==> src/rtl/hpd_pkg.sv <==
package hpd_pkg;
    localparam int unsigned DATA_W = 32;
    // word indices of the control registers, following the slot registers
    localparam int unsigned STAT_WORD = 4;
    localparam int unsigned EN_WORD   = 5;
endpackage

==> src/rtl/hpd_sync.sv <==
module hpd_sync #(
    parameter int unsigned W = 8
) (
    input  logic         clk,
    input  logic         rst_n,
    input  logic [W-1:0] din,
    output logic [W-1:0] dout
);
    typedef struct packed {
        logic [W-1:0] s1;
        logic [W-1:0] s2;
    } sync_t;

    sync_t st_d, st_q;

    always_comb begin
        st_d.s1 = din;
        st_d.s2 = st_q.s1;
    end

    always_ff @(posedge clk or negedge rst_n) begin
        if (!rst_n) st_q <= '0;
        else        st_q <= st_d;
    end

    assign dout = st_q.s2;
endmodule

==> src/rtl/hpd_debounce.sv <==
module hpd_debounce #(
    parameter int unsigned W      = 8,
    parameter int unsigned STABLE = 1024
) (
    input  logic         clk,
    input  logic         rst_n,
    input  logic [W-1:0] code_in,
    output logic [W-1:0] code_acc,
    output logic         changed
);
    localparam int unsigned CW = (STABLE > 2) ? $clog2(STABLE) : 1;
    localparam logic [CW-1:0] LAST = CW'(STABLE - 1);

    typedef struct packed {
        logic [W-1:0]  cand;
        logic [CW-1:0] cnt;
        logic [W-1:0]  acc;
        logic          chg;
    } deb_t;

    deb_t st_d, st_q;

    always_comb begin
        st_d     = st_q;
        st_d.chg = 1'b0;
        if (code_in != st_q.cand) begin
            // candidate moved: restart the stability window
            st_d.cand = code_in;
            st_d.cnt  = '0;
        end else if (st_q.cnt != LAST) begin
            st_d.cnt = st_q.cnt + 1'b1;
        end else if (st_q.acc != st_q.cand) begin
            st_d.acc = st_q.cand;
            st_d.chg = 1'b1;
        end
    end

    always_ff @(posedge clk or negedge rst_n) begin
        if (!rst_n) st_q <= '0;
        else        st_q <= st_d;
    end

    assign code_acc = st_q.acc;
    assign changed  = st_q.chg;
endmodule

==> src/rtl/hotplug_detect.sv <==
module hotplug_detect
    import hpd_pkg::*;
#(
    parameter int unsigned NSLOT    = 4,
    parameter int unsigned CODE_W   = 8,
    parameter int unsigned ADDR_W   = 6,
    parameter int unsigned DEBOUNCE = 1024
) (
    input  logic                    clk,
    input  logic                    rst_n,
    input  logic                    bus_wr,
    input  logic [ADDR_W-1:0]       bus_addr,
    input  logic [DATA_W-1:0]       bus_wdata,
    output logic [DATA_W-1:0]       bus_rdata,
    input  logic [NSLOT*CODE_W-1:0] slot_pins,
    output logic                    irq
);
    localparam int unsigned WIDX_W = ADDR_W - 2;

    typedef struct packed {
        logic [NSLOT-1:0] pend;
        logic             en;
        logic             irq;
    } ctl_t;

    ctl_t st_d, st_q;

    logic [NSLOT*CODE_W-1:0]      pins_s;
    logic [NSLOT-1:0][CODE_W-1:0] acc;
    logic [NSLOT-1:0]             chg;
    logic [WIDX_W-1:0]            widx;

    hpd_sync #(.W(NSLOT*CODE_W)) u_sync (
        .clk  (clk),
        .rst_n(rst_n),
        .din  (slot_pins),
        .dout (pins_s)
    );

    for (genvar g = 0; g < NSLOT; g++) begin : g_slot
        hpd_debounce #(.W(CODE_W), .STABLE(DEBOUNCE)) u_deb (
            .clk     (clk),
            .rst_n   (rst_n),
            .code_in (pins_s[g*CODE_W +: CODE_W]),
            .code_acc(acc[g]),
            .changed (chg[g])
        );
    end

    assign widx = bus_addr[ADDR_W-1:2];

    always_comb begin
        bus_rdata = '0;
        for (int i = 0; i < NSLOT; i++) begin
            if (widx == WIDX_W'(i)) bus_rdata = DATA_W'(acc[i]);
        end
        if (widx == WIDX_W'(STAT_WORD)) bus_rdata = DATA_W'(st_q.pend);
        if (widx == WIDX_W'(EN_WORD))   bus_rdata = DATA_W'(st_q.en);
    end

    always_comb begin
        st_d = st_q;
        if (bus_wr && widx == WIDX_W'(STAT_WORD))
            st_d.pend = st_q.pend & ~bus_wdata[NSLOT-1:0];
        if (bus_wr && widx == WIDX_W'(EN_WORD))
            st_d.en = bus_wdata[0];
        // a new change wins over a same-cycle clear
        st_d.pend = st_d.pend | chg;
        st_d.irq  = (|st_q.pend) & st_q.en;
    end

    always_ff @(posedge clk or negedge rst_n) begin
        if (!rst_n) st_q <= '0;
        else        st_q <= st_d;
    end

    assign irq = st_q.irq;
endmodule

==> config.mk <==
export PLATFORM = sky130hd
export DESIGN_NAME = hotplug_detect
export DESIGN_NICKNAME = d
export VERILOG_FILES = /design/src/rtl/hpd_pkg.sv /design/src/rtl/hpd_sync.sv /design/src/rtl/hpd_debounce.sv /design/src/rtl/hotplug_detect.sv
export SDC_FILE = /design/constraint.sdc
export NUM_CORES = 1
export LEC_CHECK = 0
export BUFFER_PORTS_ARGS = -buffer_cell sky130_fd_sc_hd__buf_2
export CAP_MARGIN = 20
export CORE_ASPECT_RATIO = 0.5
export CORE_UTILIZATION = 57
export DETAILED_ROUTE_END_ITERATION = 16
export PLACE_DENSITY = 0.82
export SETUP_SLACK_MARGIN = 0.4
export SLEW_MARGIN = 20
export SYNTH_ARGS = -nofsm -noshare
export SYNTH_HDL_FRONTEND = slang
export SYNTH_SLANG_ARGS = --single-unit
==> constraint.sdc <==
create_clock -name clk -period 2.68 [get_ports clk]
set_clock_uncertainty 0.05 [all_clocks]
set_input_delay 0 -clock clk [delete_from_list [all_inputs] [get_ports clk]]
set_output_delay 0 -clock clk [all_outputs]
set_load 0.02 [all_outputs]
-- Word level (Yosys, flattened, before mapping)
Cells that the tools add are included.
- register bits: 178
- bits in latches: 0
- memory bits (writable): 0
- memory bits (read-only): 0
- bits of input ports: 73
- output and inout bits: 33
- word-level logic and storage cells: 93
- memories: 0
- add/subtract/negate cells: 4
- multiply operators: 0
- div/mod/pow operators: 0
- magnitude comparators: 0
- equality and inequality tests: 17
- shift-type cells: 0
- mux-type cells: 27
- bitwise operators: 12
- reduce and logical (&&, ||, !) cells: 12
- operator list (cell ; number):
    10-bit 2-to-1 mux ; 8
    32-bit 2-to-1 mux ; 2
    8-bit inequality test ; 8
    10-bit by 1-bit adder with 10-bit output, second input constant ; 4
    10-bit inequality test, second input constant ; 4
    8-bit 2-to-1 mux ; 4
    1-bit 2-to-1 mux ; 12
    3-bit AND reduction ; 4
    4-bit by 2-bit == test with 1-bit output, second input constant ; 2
    4-bit by 3-bit == test with 1-bit output, second input constant ; 2
    1-bit NOT ; 8
    2-bit nonzero test ; 4
    4-bit bitwise AND ; 1
    4-bit by 1-bit == test with 1-bit output, second input constant ; 1
    4-bit zero test ; 1
    4-bit 2-to-1 mux ; 1
    4-bit NOT ; 1
    4-bit OR ; 1
    4-bit OR reduction ; 1
    1-bit logical AND ; 2
    1-bit bitwise AND ; 1

-- Longest topological paths before layout
Gate-level depths: netlist of the first run.
- word-level depth: 7
- mapped depth: 6
- mapped depth without buffers: 6

-- Cells and area by module
From an unflattened synthesis of the first run, not the netlist that was laid out.
- cell total of the unflattened synthesis: 618
- area total of the unflattened synthesis: 7816.2 um2
- by module, submodules not included (module ; times used ; cells each ; area an instance (um2) ; sequential area each (um2)):
    hpd_debounce (g_slot[0].u_deb ...) ; 3 ; 117 ; 1357.6 ; 675.6
    hpd_sync ; 1 ; 64 ; 1601.5 ; 1601.5
    hpd_debounce (g_slot[3].u_deb) ; 1 ; 117 ; 1350.0 ; 675.6
    hotplug_detect ; 1 ; 86 ; 792.0 ; 150.1

-- Worst setup path after synthesis of the first run
OpenSTA, ideal clock, no wires.
- path type: reg2reg
- start point: register g_slot[0].u_deb.st_q[20] in the netlist's numbering
- end point: register g_slot[0].u_deb.st_q (netlist bit g_slot[0].u_deb.code_acc[0])
- data arrival time: 1.681 ns
- required time: 2.505 ns
- slack: 0.825 ns
- stages on the path, launching flop included: 6
- path buffers: 0
- clock period less this slack: 1.855 ns
- cell sequence: dfrtp_1 > xor2_1 > nor4_1 > nand2_1 > a211oi_4 > mux2_2
- longest elaborated chain between the ends: 3
- ends and longest elaborated chain (what ; RTL line ; text):
    from (decl) ; hpd_debounce.sv:21 ; deb_t st_d, st_q;
    from (signal assigned) ; hpd_debounce.sv:40 ; else st_q <= st_d;
    8-bit inequality test ; hpd_debounce.sv:26 ; if (code_in != st_q.cand) begin
    1-bit NOT (no line) ; - ;
    3-bit AND reduction (no line) (*) ; - ;
Mark *: on every way between the ends. The rest lies on a longest branch, timed or not.
A chain may end at the register's enable or synchronous reset.

-- Worst setup path after layout of the first run
- start point: register g_slot[2].u_deb.st_q[24] in the netlist's numbering
- end point: register g_slot[2].u_deb.st_q (netlist bit g_slot[2].u_deb.code_acc[3])
- longest elaborated chain between the ends: 3
- ends and longest elaborated chain (what ; RTL line):
    from (decl) ; hpd_debounce.sv:21
    from (signal assigned) ; hpd_debounce.sv:40
    8-bit inequality test ; hpd_debounce.sv:26
    1-bit NOT (no line) ; -
    3-bit AND reduction (no line) (*) ; -
Marked as above.

==> metrics.md, run 1 <==
| Metric | Value |
|---|---|
| Max Freq | 457 MHz |
| Inst Count DP | 751 |
| DR DRC count | 0 |
| Post-route clock period utilization | around four fifths |
| Worst path cell trace | xor2_1 > nor4_1 > nand2_1 > a211oi_4 > mux2_2 |
| CP Launch Type | flip-flop |
| Status | complete, no violations |
| Core region area | 0.0121 mm2 |
| Vias in the first global route | 4667 |
| Worst path slowest cell | a211oi_4 |
| Largest cells by area after synthesis | dfrtp_1, xor2_1, mux2_2 |
| WP data required | just under 3 ns |
| Total track usage | 22.5% |
| Family with the most delay on the worst path | simple AND/OR/NAND/NOR gates |
| R2R depth | 5 |
| Chip height | 81.9 um |
| Top-area cell type share of the netlist area | 61.3% |
| Initial drt markers | 224 |
| Diodes inserted | 0 |
| Worst skew pair latency | approximately 0.42 ns |
| Ratio of cells with drive above 1 in the final layout | 21.1% |
| Syn_area_per_cell | 12.7 um2 |
| I/O Buffers | 51 |
| Initial DRT Pass Iterations | 5 |
| Post-Synthesis Cells | 572 |
| Initial antenna violation count | 0 |
| Hold path cells | 4 |
| Slew @ Worst Pin | 0.673 ns |
| Synth Warn # | 0 |
| CTS buffer count | 17 |
| Most frequent cell after synthesis | dfrtp_1 |
| Row Count | 28 |
| Largest net degree at the start of global routing | 80 |
| Fin nets | 722 |
| Clock sink count | 178 |
| Remaining antenna violation count | 0 |
| Initial Util | 60.0% |
| DR vias | 4434 |
| Setup TNS | 0 ns |
| Final hold vios | 0 |
| Setup Fix Bufs, Post-CTS | 0 |
| Data arrival time of the worst path | around 2.4 ns |
| WP depth | 5 |
| Flops & latches, synth | 178 |
| CTS Root Cell | clkbuf_16 |
| GR Overflow Total | 0 |
| CP max FO | 8 |
| TritonCTS clock tree | yes |
| Reg clk slew, reported paths | 0.07 ns |
| Vias/cell | approximately 5.4 |
| Post-CTS sizing | 0 |
| H-tree levels | 4 |
| CP Class | reg2reg |
| Final setup violation count | 0 |
| Final Non-Filler Cells | 823 |
| First-pass GRT wire length | 22.5 mm |
| Ports | 106 |
| Post-synthesis sequential area ratio | 61.3% |
| Clk buf depth | 2 |
| Slew HR | 54.5% |
| GP Congestion | 0.836 |
| WP buf/inv | 0 |
| Leak pwr | 3.94 nW |
| Worst VDD drop | just under 0.4 mV |
| Post-Syn Area | 0.00727 mm2 |
| Top cells by count, synth | dfrtp_1, xor2_1, nor2_1, clkbuf_1, mux2_2 |
| Post-synth EDFFs | 0 |
| Async SR Flop Fraction | 100% |
| Max-slew violation count | 0 |
| Dominant synthesized flop cell | dfrtp_1 |
| CP endpoint kind | flip-flop |
| Layout area overhead | 17.8% |
| Die Area | roughly 0.013 mm2 |
| RSZ-0062 raised after global routing | false |
| Synth area leader | dfrtp_1 |
| Post-DP HPWL | 8.30 mm |
| Post-synth cell types | 41 |
| Max incr delay on CP | about 0.45 ns |
| Final WL | 13.5 mm |
| HP Class | in2reg |
| Max-cap violation count | 0 |
| R2R Setup Slk | 0.49 ns |
| DR WL/cell | roughly 16 um |
| Die Wd | 162 um |
| Tmin final | approximately 2.2 ns |
| Pwr dens | 656 mW/mm2 |
-- area by class of cell --
type | instances | area [um2]
Timing Repair Buffer | 98 | 737
Multi-Input combinational cell | 347 | 2550
Fill cell | 784 | 3560
Inverter | 3 | 11.3
Clock inverter | 14 | 170
Clock buffer | 18 | 439
Sequential cell | 178 | 4450
Tap cell | 165 | 206
-- state kept, by name, summed over array words and instances, names as in the netlist --
register               count
g_slot.u_deb.changed       4
g_slot.u_deb.code_acc     32
g_slot.u_deb.st_q         72
irq                        1
st_q                       5
u_sync.dout               32
u_sync.st_d               32
-- power by group --
group          switching, mW  internal [mW]
sequential            0.0594           2.76
combinational          0.151          0.118
clock                   1.09           1.43
-- through the flow --
stage / power (mW) / area (um2) / hold slack, ns / setup WS, ns / utilization, %
after floorplan: 3.01 / 7360 / -0.346 / 0.825 / -
after global placement: 3.08 / 7540 / -0.127 / 0.550 / 62.2
after detailed placement: 3.09 / 7540 / -0.120 / 0.510 / 62.2
after CTS: 5.67 / 8560 / 0.00373 / 0.462 / 70.7
after global routing: 5.83 / 8560 / 0.0318 / 0.417 / 70.7
final: 5.61 / 8560 / 0.0213 / 0.490 / 70.7
-- logic make-up (layout without fill, tap and decap cells) --
kind of cell | count (synthesis) | after routing | synth area share (%)
XOR/XNOR | 87 | 87 | 10.5
AND/OR/NAND/NOR | 143 | 143 | 10.3
flip-flops | 178 | 178 | 61.3
AO/OA/AOI/OAI | 38 | 38 | 3.82
adder cells (fa/ha/maj) | 4 | 4 | 0.688
buffers and inverters | 70 | 133 | 4.90
other | 1 | 24 | 0.0516
multiplexers | 51 | 51 | 8.45
-- worst paths after layout --
kind | from | endpoint
worst max-delay path | g_slot[2].u_deb.st_q[24] | g_slot[2].u_deb.code_acc[3]
min in group asynchronous | rst_n | g_slot[3].u_deb.code_acc[2]
worst max register to register | g_slot[2].u_deb.st_q[24] | g_slot[2].u_deb.code_acc[3]
worst min-delay path | bus_wr | st_q[3]
worst min register to register | u_sync.st_d[16] | u_sync.dout[16]
max in group asynchronous | rst_n | u_sync.dout[3]
-- timing repair --
action	CTS	global route
hold buffers	40	0
hold endpoints to repair	215	0
setup endpoints to repair	0	7
-- tightest hold or removal path, cell delays in order --
cell and delay, ns:
buf_2 0.10, nor4bb_1 0.17, nand2_1 0.08, a21o_1 0.10
-- per-layer routing --
metal  vias up  routed length [um]  track usage (%)
li1       2041                   -                -
met3        32                 538             4.65
met5         -                   0                0
met1      2245                5760             27.4
met4         0                 298             9.34
met2       116                6870             40.1
-- cell usage in the layout, fill, tap and decap left out, types with 3 or more instances in the layout --
master / n
a21o_1: 4
nor2_1: 47
clkinvlp_4: 4
clkbuf_16: 17
and4_1: 6
and3_1: 3
xor2_1: 68
a211oi_4: 3
nand4_1: 8
nand2_1: 26
mux4_2: 5
a211oi_1: 5
inv_8: 4
buf_2: 50
dfrtp_1: 178
nor3b_1: 4
dlygate4sd3_1: 39
conb_1: 24
ha_1: 4
xnor2_1: 19
nor4_1: 14
mux2_2: 33
a21oi_1: 12
nor3_1: 11
buf_4: 6
nand4_2: 3
mux2i_1: 13
o21ai_0: 8
nand3_1: 10
inv_1: 3
(Power assumes the default switching activity.)
==> run 2: changes to the inputs <==
--- a/config.mk
+++ b/config.mk
@@ -8,9 +8,9 @@
 export BUFFER_PORTS_ARGS = -buffer_cell sky130_fd_sc_hd__buf_2
 export CAP_MARGIN = 20
 export CORE_ASPECT_RATIO = 0.5
-export CORE_UTILIZATION = 57
+export CORE_UTILIZATION = 51
 export DETAILED_ROUTE_END_ITERATION = 16
-export PLACE_DENSITY = 0.82
+export PLACE_DENSITY = 0.77
 export SETUP_SLACK_MARGIN = 0.4
 export SLEW_MARGIN = 20
 export SYNTH_ARGS = -nofsm -noshare
==> constraint.sdc (replaced) <==
create_clock -name clk -period 1.8 [get_ports clk]
set_clock_uncertainty 0.05 [all_clocks]
set_input_delay 0 -clock clk [delete_from_list [all_inputs] [get_ports clk]]
set_output_delay 0 -clock clk [all_outputs]
set_load 0.02 [all_outputs]
==> metrics.md, run 2 (synthesis gave the netlist of run 1 again) <==
| Metric | Value |
|---|---|
| Ports | 106 |
| Tmin final | 2.09 ns |
| Post-layout worst setup margin | -0.292 ns |
| Ratio of cells with drive above 1 in the final layout | 41.5% |
| Initial DRT Pass Iterations | 5 |
| Clock power share | 43.0% |
| CP max FO | 8 |
| Max-slew violation count | 0 |
| # fillers | 744 |
| Leak pwr | 4.53 nW |
| Remaining antenna violation count | 0 |
| Max reg flops | 72 |
| R2R Setup Slk | -0.29 ns |
| Violated checks | setup timing |
| Sw Pwr | about 2.0 mW |
| RSZ-0062 raised after global routing | true |
| TritonCTS clock tree | yes |
| Clock sink count | 178 |
| DR DRC count | 0 |
| I/O Buffers | 51 |
| Max Freq | 478 MHz |
| Post-Place Cell Area | 0.00823 mm2 |
| Switching Share | 24.5% |
| Most frequent cells in the layout | dfrtp_1, buf_4, xor2_1 |
| Reg2Reg Capture Point | g_slot[3].u_deb.code_acc[0] |
| First-pass GRT wire length | approximately 27 mm |
| DR vias | about 5k |
| DR WL/cell | 19.8 um |
| Max-cap violation count | 0 |
| Layout area overhead | 40.0% |
| Data arrival time of the worst path | 2.35 ns |
| CP Launch Type | flip-flop |
| Worst Setup SP | g_slot[3].u_deb.st_q[24] |
| WP data required | 2.06 ns |
| Largest register by flop count | g_slot.u_deb.st_q |
| Initial drt markers | 330 |
| GP Congestion | about 0.81 |
| CP endpoint kind | flip-flop |
| Commonest non-fill, non-tap cell in the layout | dfrtp_1 |
| Status | finished with violations |
| Final hold vios | 0 |
| Clk buf depth | 2 |
| Chip height | 86.4 um |
| Fin nets | 815 |
| Reg-to-Reg Start | g_slot[3].u_deb.st_q[24] |
| Combinational power share | 6.4% |
| CTS Root Cell | clkbuf_16 |
| Initial antenna violation count | 2 |
| Worst VDD drop | 0.435 mV |
| Final core occ | approximately three quarters |
| Pwr dens | 816 mW/mm2 |
| HP Class | in2async |
| Pwr Total | a little over 8 mW |
| Largest net degree at the start of global routing | 55 |
| GR Overflow Total | 0 |
| Part of the power in registers | 50.6% |
| Total track usage | 24.8% |
| Worst setup path endpoint | g_slot[3].u_deb.code_acc[0] |
| Post-DP HPWL | approximately 9 mm |
| R2R depth | 6 |
| Initial Util | 52.9% |
| Reg clk slew, reported paths | 0.07 ns |
| Vias/cell | 5.31 |
| Post-route clock period utilization | 116% |
| Footprint of the multi-input gates | approximately 0.0032 mm2 |
| Worst skew pair latency | 0.44 ns |
| Die Area | 0.0148 mm2 |
| Internal | ~6.3 mW |
| CP Class | reg2reg |
| H-tree levels | 4 |
| FF/Latch Area | 0.00446 mm2 |
| Core region area | 0.0137 mm2 |
| Die Wd | 171 um |
| Row Count | 30 |
| Fin area | 0.0102 mm2 |
| Final setup violation count | 53 |
| Vias in the first global route | 5351 |
| CTS buffer count | 17 |
| Final WL | 18.7 mm |
## run 2: what timing repair did
action	CTS	global route
cloned	2	1
gates resized for setup	138	48
setup buffers	16	7
pin swaps	30	24
hold buffers	38	0
hold endpoints to repair	215	0
setup endpoints to repair	84	84
## run 2: routing by layer
metal,global-route usage [%],vias up,share of wire (%)
met5,0,-,0
met4,11.0,0,3.6
met3,6.03,67,4.2
met2,43.4,158,52
met1,29.7,2578,40
li1,-,2210,-
## run 2: power by group through the flow
stage                     Sequential [mW]  Combinational, mW  Clock, mW
after floorplan                      4.25              0.224          0
after global placement               4.26              0.387          0
after detailed placement             4.26              0.395          0
after CTS                            4.19              0.500       3.56
after global routing                 4.21              0.581       3.75
final                                4.20              0.535       3.57
## run 2: area by class of cell
class                   count  area share (%)
flip-flops and latches    178            43.8
multi-input cells         347            31.7
repair buffers            191            16.5
clock buffers              18            4.22
well taps                 192            2.36
clock inverters            13            1.28
inverters                   3           0.111
diodes                      2          0.0492
## run 2: critical path, cell delays in order, from the launching register on
cell	delay, ns
dfrtp_1	0.41
xor2_1	0.19
nor4_2	0.38
nand2_1	0.19
a211oi_4	0.23
buf_12	0.18
mux2_4	0.33
## run 2: worst min path at each step
stage	startpoint	endpoint	slack (ns)
2_1_floorplan	rst_n	g_slot[0].u_deb.changed	-0.35
3_3_place_gp	rst_n	g_slot[2].u_deb.st_q[13]	-0.08
3_5_place_dp	rst_n	g_slot[2].u_deb.st_q[13]	-0.08
4_1_cts	rst_n	g_slot[2].u_deb.st_q[13]	0.04
5_1_grt	rst_n	g_slot[2].u_deb.st_q[15]	0.07
6_report	rst_n	g_slot[2].u_deb.st_q[13]	0.02
## run 2: metrics by stage
stage | TNS, ns | setup slack, ns | cells | hold slack, ns
3_3_place_gp | -2.59 | -0.151 | 847 | -0.0797
5_1_grt | -10.58 | -0.335 | 943 | 0.0680
6_report | -7.23 | -0.292 | 944 | 0.0230
3_5_place_dp | -3.83 | -0.204 | 847 | -0.0752
2_1_floorplan | 0 | 0.000808 | 595 | -0.346
4_1_cts | -3.16 | -0.169 | 934 | 0.0378
